## src/rtl/cfgport_pkg.sv

```systemverilog
package cfgport_pkg;

  localparam int ADDR_W  = 10;
  localparam int DATA_W  = 8;
  localparam int ID_W    = 2;
  localparam int NREG    = 16;
  localparam int OFS_W   = $clog2(NREG);
  localparam logic [DATA_W-1:0] IDX_BASE = 8'h80;
  localparam logic [DATA_W-1:0] IDLE_BYTE = 8'hFF;

  typedef enum logic [1:0] {
    PORT_IDIN  = 2'd0,
    PORT_INDEX = 2'd1,
    PORT_DATA  = 2'd2,
    PORT_IDOUT = 2'd3
  } port_e;

  // Address of one port for a given base strap value.
  function automatic logic [ADDR_W-1:0] port_addr(input logic base_hi, input port_e p);
    logic [ADDR_W-1:0] base;
    base = base_hi ? 10'h1B0 : 10'h130;
    return base + {6'b0, p, 2'b00};
  endfunction

  // ID-in alias match: bit 9 zero, bit 8 don't care, low byte exact.
  function automatic logic idin_match(input logic [ADDR_W-1:0] a, input logic base_hi);
    logic [ADDR_W-1:0] ref_a;
    ref_a = port_addr(base_hi, PORT_IDIN);
    return (a[9] == 1'b0) && (a[7:0] == ref_a[7:0]);
  endfunction

  function automatic logic reg_is_ro(input int i);
    return (i == 0) || (i == 2) || (i == 4) || (i == 7);
  endfunction

  function automatic logic [DATA_W-1:0] reg_default(input int i, input logic [DATA_W-1:0] rev);
    case (i)
      0, 1:       return 8'h8F;
      2, 3, 4, 5: return 8'hFF;
      6:          return 8'h80;
      7:          return rev;
      default:    return 8'h00;
    endcase
  endfunction

  function automatic logic [DATA_W-1:0] id_byte(input logic [ID_W-1:0] id);
    return {{(DATA_W-ID_W){1'b0}}, id};
  endfunction

endpackage

```

## src/rtl/cfgport_decode.sv

```systemverilog
module cfgport_decode
  import cfgport_pkg::*;
(
  input  logic [ADDR_W-1:0] addr,
  input  logic              base_hi,
  output logic              hit_idin,
  output logic              hit_index,
  output logic              hit_data,
  output logic              hit_idout
);

  assign hit_idin  = idin_match(addr, base_hi);
  assign hit_index = (addr == port_addr(base_hi, PORT_INDEX));
  assign hit_data  = (addr == port_addr(base_hi, PORT_DATA));
  assign hit_idout = (addr == port_addr(base_hi, PORT_IDOUT));

endmodule

```

## src/rtl/cfgport_unlock.sv

```systemverilog
module cfgport_unlock
  import cfgport_pkg::*;
(
  input  logic              clk,
  input  logic              rst_n,
  input  logic              single_mode,
  input  logic [ID_W-1:0]   chip_id,
  input  logic              idin_wr,
  input  logic [DATA_W-1:0] wdata,
  output logic              seq_active,
  output logic              access_open
);

  typedef enum logic {ST_LOCKED = 1'b0, ST_OPEN = 1'b1} ulk_e;
  ulk_e state_q;

  logic id_hit;
  assign id_hit = (wdata == id_byte(chip_id));

  always_ff @(posedge clk) begin
    if (!rst_n) begin
      state_q <= ST_LOCKED;
    end else if (idin_wr && !single_mode) begin
      state_q <= id_hit ? ST_OPEN : ST_LOCKED;
    end
  end

  assign seq_active  = (state_q == ST_OPEN);
  assign access_open = single_mode | seq_active;

endmodule

```

## src/rtl/cfgport_regfile.sv

```systemverilog
module cfgport_regfile
  import cfgport_pkg::*;
#(
  parameter logic [DATA_W-1:0] REV_ID = 8'h8A
) (
  input  logic              clk,
  input  logic              rst_n,
  input  logic              wr_en,
  input  logic [DATA_W-1:0] index,
  input  logic [DATA_W-1:0] wdata,
  output logic              in_range,
  output logic [DATA_W-1:0] rdata
);

  logic [DATA_W-1:0] ofs_full;
  logic [OFS_W-1:0]  ofs;
  logic [DATA_W-1:0] q [NREG];

  assign ofs_full = index - IDX_BASE;
  assign in_range = (index >= IDX_BASE) && ({1'b0, index} < ({1'b0, IDX_BASE} + 9'(NREG)));
  assign ofs      = ofs_full[OFS_W-1:0];

  for (genvar g = 0; g < NREG; g++) begin : g_reg
    if (reg_is_ro(g)) begin : g_ro
      assign q[g] = reg_default(g, REV_ID);
    end else begin : g_rw
      always_ff @(posedge clk) begin
        if (!rst_n) begin
          q[g] <= reg_default(g, REV_ID);
        end else if (wr_en && in_range && (ofs == OFS_W'(g))) begin
          q[g] <= wdata;
        end
      end
    end
  end

  assign rdata = in_range ? q[ofs] : IDLE_BYTE;

endmodule

```

## src/rtl/cfgport_top.sv

```systemverilog
module cfgport_top
  import cfgport_pkg::*;
#(
  parameter logic [7:0] REV_ID = 8'h8A
) (
  input  logic        clk,
  input  logic        rst_n,
  input  logic        strap_base,
  input  logic        strap_single,
  input  logic        strap_id1,
  input  logic        strap_id0,
  input  logic [9:0]  io_addr,
  input  logic        io_wr,
  input  logic        io_rd,
  input  logic [7:0]  io_wdata,
  output logic [7:0]  io_rdata
);

  logic            base_q;
  logic            single_q;
  logic [ID_W-1:0] chip_id_q;
  logic [DATA_W-1:0] index_q;

  logic hit_idin, hit_index, hit_data, hit_idout;
  logic seq_active, access_open;
  logic idin_wr, index_wr, data_wr;
  logic reg_in_range;
  logic [DATA_W-1:0] reg_rdata;

  // Straps captured only while reset is asserted.
  always_ff @(posedge clk) begin
    if (!rst_n) begin
      base_q    <= strap_base;
      single_q  <= strap_single;
      chip_id_q <= {strap_id1, strap_id0};
    end
  end

  cfgport_decode u_dec (
    .addr      (io_addr),
    .base_hi   (base_q),
    .hit_idin  (hit_idin),
    .hit_index (hit_index),
    .hit_data  (hit_data),
    .hit_idout (hit_idout)
  );

  assign idin_wr  = io_wr & hit_idin;
  assign index_wr = io_wr & hit_index & access_open;
  assign data_wr  = io_wr & hit_data & access_open;

  cfgport_unlock u_ulk (
    .clk         (clk),
    .rst_n       (rst_n),
    .single_mode (single_q),
    .chip_id     (chip_id_q),
    .idin_wr     (idin_wr),
    .wdata       (io_wdata),
    .seq_active  (seq_active),
    .access_open (access_open)
  );

  always_ff @(posedge clk) begin
    if (!rst_n) begin
      index_q <= '0;
    end else if (index_wr) begin
      index_q <= io_wdata;
    end
  end

  cfgport_regfile #(.REV_ID(REV_ID)) u_rf (
    .clk      (clk),
    .rst_n    (rst_n),
    .wr_en    (data_wr),
    .index    (index_q),
    .wdata    (io_wdata),
    .in_range (reg_in_range),
    .rdata    (reg_rdata)
  );

  always_comb begin
    io_rdata = IDLE_BYTE;
    if (io_rd && access_open) begin
      if (hit_index)      io_rdata = index_q;
      else if (hit_data)  io_rdata = reg_rdata;
      else if (hit_idout) io_rdata = id_byte(chip_id_q);
    end
  end

endmodule

```

## config.mk

```make
export PLATFORM = sky130hd
export DESIGN_NAME = cfgport_top
export DESIGN_NICKNAME = d
export VERILOG_FILES = /design/src/rtl/cfgport_pkg.sv /design/src/rtl/cfgport_decode.sv /design/src/rtl/cfgport_unlock.sv /design/src/rtl/cfgport_regfile.sv /design/src/rtl/cfgport_top.sv
export SDC_FILE = /design/constraint.sdc
export NUM_CORES = 1
export LEC_CHECK = 0
export ABC_AREA = 0
export BUFFER_PORTS_ARGS = -buffer_cell sky130_fd_sc_hd__buf_2
export CORE_ASPECT_RATIO = 0.6
export CORE_MARGIN = 3
export CORE_UTILIZATION = 50
export DETAILED_ROUTE_END_ITERATION = 10
export PLACE_DENSITY = 0.7
export REMOVE_ABC_BUFFERS = 1
export SLEW_MARGIN = 20
export SYNTH_ARGS = -nofsm -noshare
export SYNTH_HDL_FRONTEND = slang
export SYNTH_SLANG_ARGS = --single-unit
```

## constraint.sdc

```tcl
create_clock -name clk -period 2.2 [get_ports clk]
set_input_delay 0.44 -clock clk [delete_from_list [all_inputs] [get_ports clk]]
set_output_delay 0.44 -clock clk [all_outputs]
set_load 0.02 [all_outputs]
```

# Yosys cells after proc, flatten, opt, wreduce, memory -nomap -nowiden
# Cells that the tools add are included.
# totals
input_bits,26
elab_cells,77
ff_bits,109
output_inout_bits,8
latchBits,0
mem_bits_ro,0
mem_count,0
ramBits,0
# classes
reduce_logical,18
multipliers,0
n_eq_ne,17
n_shift,0
mux,10
n_div,0
addsub,4
order_cmp,3
n_bitwise,8
# op_table
op,n
8-bit 2-to-1 mux,8
8-bit binary-select mux with 4-bit select,1
4-bit equality test (second input constant),8
10-bit equality test,3
10-bit by 4-bit adder with 10-bit output (second input constant),2
1-bit logical AND,17
10-bit by 3-bit adder with 10-bit output (second input constant),1
4-bit by 3-bit equality test with 1-bit output (second input constant),2
8-bit by 2-bit equality test with 1-bit output,1
8-bit equality test,1
8-bit greater-or-equal comparator (second input constant),1
8-bit < comparator (second input constant),1
1-bit AND,5
5-bit greater-or-equal comparator (second input constant),1
4-bit NOT with 5-bit output,1
4-bit by 1-bit equality test with 1-bit output (second input constant),1
4-bit by 2-bit equality test with 1-bit output (second input constant),1
4-bit by 1-bit subtractor with 4-bit output (second input constant),1
1-bit zero test,1
1-bit 2-to-1 mux,1
1-bit NOT,1
1-bit bitwise OR,1

# Depth between registers and ports, before layout
# logic_depth
depth_word,9
depth_mapped,8

# By module
# From an unflattened synthesis, not the netlist that was laid out.
# hier_totals
cells_unflattened,540
hier_area_um2,5485.3
# modules_own_cells
mod,seq_area_each_um2,n_inst,cells_each,area_per_inst_um2
cfgport_regfile,1921.8,1,444,4628.2
cfgport_top,280.3,1,75,670.6
cfgport_unlock,20.0,1,10,102.6
cfgport_decode,0.0,1,11,83.8

# Least setup slack after synthesis
# No wires, ideal clock.
# synth_path
path_kind,input-to-output
start,in io_addr[1]
end,out io_rdata[3]
path_slack_ns,-0.218
t_arrival_ns,1.978
path_buffers,0
t_required_ns,1.760
cell_stages,3
path_cell_list,nor4b_1 > nand3_1 > o311ai_0
# synth_between
elab_chain_cells,5
word_cells_on_any_way,7
classes_between,3 x eq/ne; 4 x mux
# synth_lines
element,line_no,text
from (decl),cfgport_top.sv:12,"input logic [9:0] io_addr,"
10-bit equality test,cfgport_decode.sv:15,"assign hit_idout = (addr == port_addr(base_hi, PORT_IDOUT));"
8-bit 2-to-1 mux,cfgport_top.sv:86,else if (hit_idout) io_rdata = id_byte(chip_id_q);
8-bit 2-to-1 mux,cfgport_top.sv:85,else if (hit_data) io_rdata = reg_rdata;
8-bit 2-to-1 mux (*),cfgport_top.sv:84,if (hit_index) io_rdata = index_q;
8-bit 2-to-1 mux (*),cfgport_top.sv:83,if (io_rd && access_open) begin
to (decl),cfgport_top.sv:16,output logic [7:0] io_rdata
# Every way passes the cells marked *; elsewhere a longest branch is shown, timed or not.

# Worst setup path after layout
# layout_path
start,reg index_q[1]
end,out io_rdata[2]
# layout_between
elab_chain_cells,9
word_cells_on_any_way,12
classes_between,1 x add/sub; 2 x order compare; 7 x mux; 1 x bitwise; 1 x reduce/logical
# layout_lines
element,line_no,text
from (decl),cfgport_top.sv:22,logic [DATA_W-1:0] index_q;
from (signal assigned),cfgport_top.sv:67,index_q <= io_wdata;
4-bit by 1-bit subtractor with 4-bit output,cfgport_regfile.sv:19,assign ofs_full = index - IDX_BASE;
4-bit NOT with 5-bit output (not written as such),cfgport_regfile.sv:37,assign rdata = in_range ? q[ofs] : IDLE_BYTE;
8-bit binary-select mux with 4-bit select,cfgport_regfile.sv:37,
8-bit 2-to-1 mux (not written as such) (2 in series),cfgport_regfile.sv:37,
8-bit 2-to-1 mux (*),cfgport_regfile.sv:37,
8-bit 2-to-1 mux (*),cfgport_top.sv:85,
8-bit 2-to-1 mux (*),cfgport_top.sv:84,
8-bit 2-to-1 mux (*),cfgport_top.sv:83,
# Every way passes the cells marked *; elsewhere a longest branch is shown, timed or not. The select of a mux whose other input is x is not followed.

==> impl_metrics.env <==
export IMPL_ys_seq_area_share_pct=42.6
export IMPL_slew_limit_headroom_pct=63.1
export IMPL_vias=4600
export IMPL_drv_slew=0
export IMPL_wl_per_cell_um=21.5
export IMPL_slowest_stage="mux4_2"
export IMPL_io_pins=34
export IMPL_numPortBuffers=33
export IMPL_period_share_pct=115
export IMPL_cts_tree="done"
export IMPL_grt_max_degree=56
export IMPL_cts_buffers=9
export IMPL_drv_cap=0
export IMPL_drt_first_pass_iters=6
export IMPL_avgSynthCellArea_um2=9.60
export IMPL_route_detailed_drc=0
export IMPL_tns_ns=-2.32
export IMPL_die_area_um2=11700
export IMPL_synth_cells=543
export IMPL_min_path_cells=1
export IMPL_critPathRequiredTime_ns=1.76
export IMPL_cts_root_buf="clkbuf_16"
export IMPL_hpwl_um=11700
export IMPL_timing_rr_end="u_rf.q[8]"
export IMPL_rows=28
export IMPL_dp_cells=757
export IMPL_drt_vias_per_instance=5.93
export IMPL_crit_family="multiplexers"
export IMPL_worstHoldEndpoint="single_q"
export IMPL_async_reset_ff_share_pct=0
export IMPL_reg2reg_depth=8
export IMPL_period_minus_slack_ns=2.53
export IMPL_final_nets=662
export IMPL_start_util_pct=52.0
export IMPL_core_area_um2=10000
export IMPL_fin_util_pct=68.2
export IMPL_fmax_ghz=0.395
export IMPL_synth_top_cell_area_share_pct=40.3
export IMPL_synth_top_cell_by_area="dfxtp_1"
export IMPL_drive_gt1_share_pct=32.9
export IMPL_synth_top_flop_cell="dfxtp_1"
export IMPL_design_area_um2=6840
export IMPL_cp_buffers_inverters=2
export IMPL_setup_violations=8
export IMPL_wirelength_um=16700
export IMPL_layout_setup_ws_ns=-0.333
export IMPL_antenna_cells=0
export IMPL_synth_common_cells="mux2i_1, dfxtp_1, nor2_1"
export IMPL_place_area_um2=6140
export IMPL_finalHoldWorstSlack_ns=0.258
export IMPL_synth_area_top_cells="dfxtp_1, mux2i_1, nor2_1"
export IMPL_yosysMostFrequentCell="mux2i_1"
export IMPL_antenna_found_initial=0
export IMPL_area_growth_syn_to_layout_pct=31.2
export IMPL_clkLatencyLatePin_ns=0.36
export IMPL_power_mw=3.87
export IMPL_skew_ns=0.00661
export IMPL_arrival_ns=2.09
export IMPL_violations="setup timing"
export IMPL_status="complete, but fails checks"
export IMPL_chipWidth_um=138
export IMPL_end_kind="output pin"
export IMPL_drtIter0Drc=558
export IMPL_yosysWarnings=0
export IMPL_hold_path_class="primary input to flop"
export IMPL_leakage_nw=2.77
export IMPL_critPathKind="flop to output pin"
export IMPL_syn_area_um2=5210
export IMPL_htree_levels=3
export IMPL_gp_congestion=0.978
export IMPL_synth_distinct_cells=49
export IMPL_grt_use_total_pct=28.9
export IMPL_grt_pass1_wl_um=25300
export IMPL_ys_seq_elements=109
export IMPL_fillers=782
export IMPL_path_cells="buf_12 -> mux4_2 -> mux2i_2 -> nand2_1 -> a21boi_1 -> o21ai_1 -> buf_2"
export IMPL_cts_buffer_depth=2
export IMPL_cts_sinks=109
export IMPL_timing_rr_start="base_q"
export IMPL_place_ws_ns=-0.338
export IMPL_powerDensity_nw_per_um2=567
export IMPL_final_hold_viol_count=0
export IMPL_tightest_slew_ns=0.548
export IMPL_crit_fanout=6
export IMPL_gr_total_overflow=0
export IMPL_path_clk_slew_ns=0.08
export IMPL_ant_nets=0
export IMPL_ir_drop_v=0.000462
export IMPL_synth_edf_count=4
export IMPL_reg2reg_slack_ns=0.03
export IMPL_max_stage_delay_ns=0.49
export IMPL_final_cells=776
export IMPL_grt_pass1_vias=4311
export IMPL_min_from="strap_single"
export IMPL_die_y_um=85.1
export IMPL_rsz0062_at_grt="yes"
export IMPL_critPathLaunchType="flop"
[worst max-delay path by stage]
stage               startpoint          end  depth (start not counted)
floorplan           index_q[1]  io_rdata[1]                          5
global placement    io_addr[1]  io_rdata[3]                          8
detailed placement  io_addr[1]  io_rdata[3]                          7
CTS                 index_q[1]  io_rdata[2]                          7
global route        index_q[3]  io_rdata[0]                          7
finish              index_q[1]  io_rdata[2]                          7
[layer usage]
metal / track usage [%] / vias up / wire length (µm)
li1: - / 2129 / -
met3: 7.94 / 28 / 1710
met5: 0 / - / 0
met4: 6.10 / 0 / 248
met1: 45.1 / 2223 / 7910
met2: 39.3 / 220 / 6780
[layout by cell type (no fill, tap or decap), types with 7 or more instances in the layout]
| master | n |
|---|---|
| o21ai_0 | 9 |
| mux2i_2 | 7 |
| dfxtp_1 | 101 |
| nor2_1 | 80 |
| clkbuf_16 | 9 |
| buf_6 | 10 |
| mux2i_1 | 106 |
| a21oi_1 | 19 |
| nand2_1 | 38 |
| o21ai_1 | 7 |
| buf_12 | 9 |
| nor2b_1 | 7 |
| buf_2 | 30 |
| inv_1 | 7 |
| buf_4 | 74 |
[final cells by class]
cell class / count / area, µm² / share of cell area [%]
multi-input cells: 383 / 3070 / 44.9
flip-flops and latches: 109 / 2230 / 32.7
repair buffers: 124 / 1010 / 14.8
clock buffers: 9 / 225 / 3.29
well taps: 135 / 169 / 2.47
clock inverters: 7 / 85.1 / 1.24
inverters: 9 / 37.5 / 0.549
[where the power goes]
part / switching, mW / leakage, nW / total (mW) / internal [mW]
Combinational: 0.128 / 1.73 / 0.195 / 0.0674
Clock: 0.786 / 0.149 / 1.69 / 0.902
Sequential: 0.00551 / 0.888 / 1.99 / 1.99
[sequential cells by signal (all words and copies together), names as in the netlist]
| register | cells |
|---|---|
| base_q | 1 |
| chip_id_q | 2 |
| single_q | 1 |
| index_q | 8 |
| u_ulk.seq_active | 1 |
| u_rf.q | 96 |
[logic make-up (layout without fill, tap and decap cells)]
group | Yosys count | after routing | synth area share, %
mux | 126 | 126 | 25.7
simple gates | 179 | 179 | 17.9
compound gates | 75 | 75 | 9.12
buf+inv | 51 | 149 | 4.06
xor+xnor | 3 | 3 | 0.504
flops | 109 | 109 | 42.6
[timing repair]
| action | in CTS | in global routing |
|---|---|---|
| resized for setup | 66 | 24 |
| setup endpoints to repair | 9 | 10 |
| hold buffers | 0 | 0 |
| setup buffers | 3 | 1 |
| pin swaps | 16 | 4 |
Note: power is estimated with default switching activity, not from simulation.
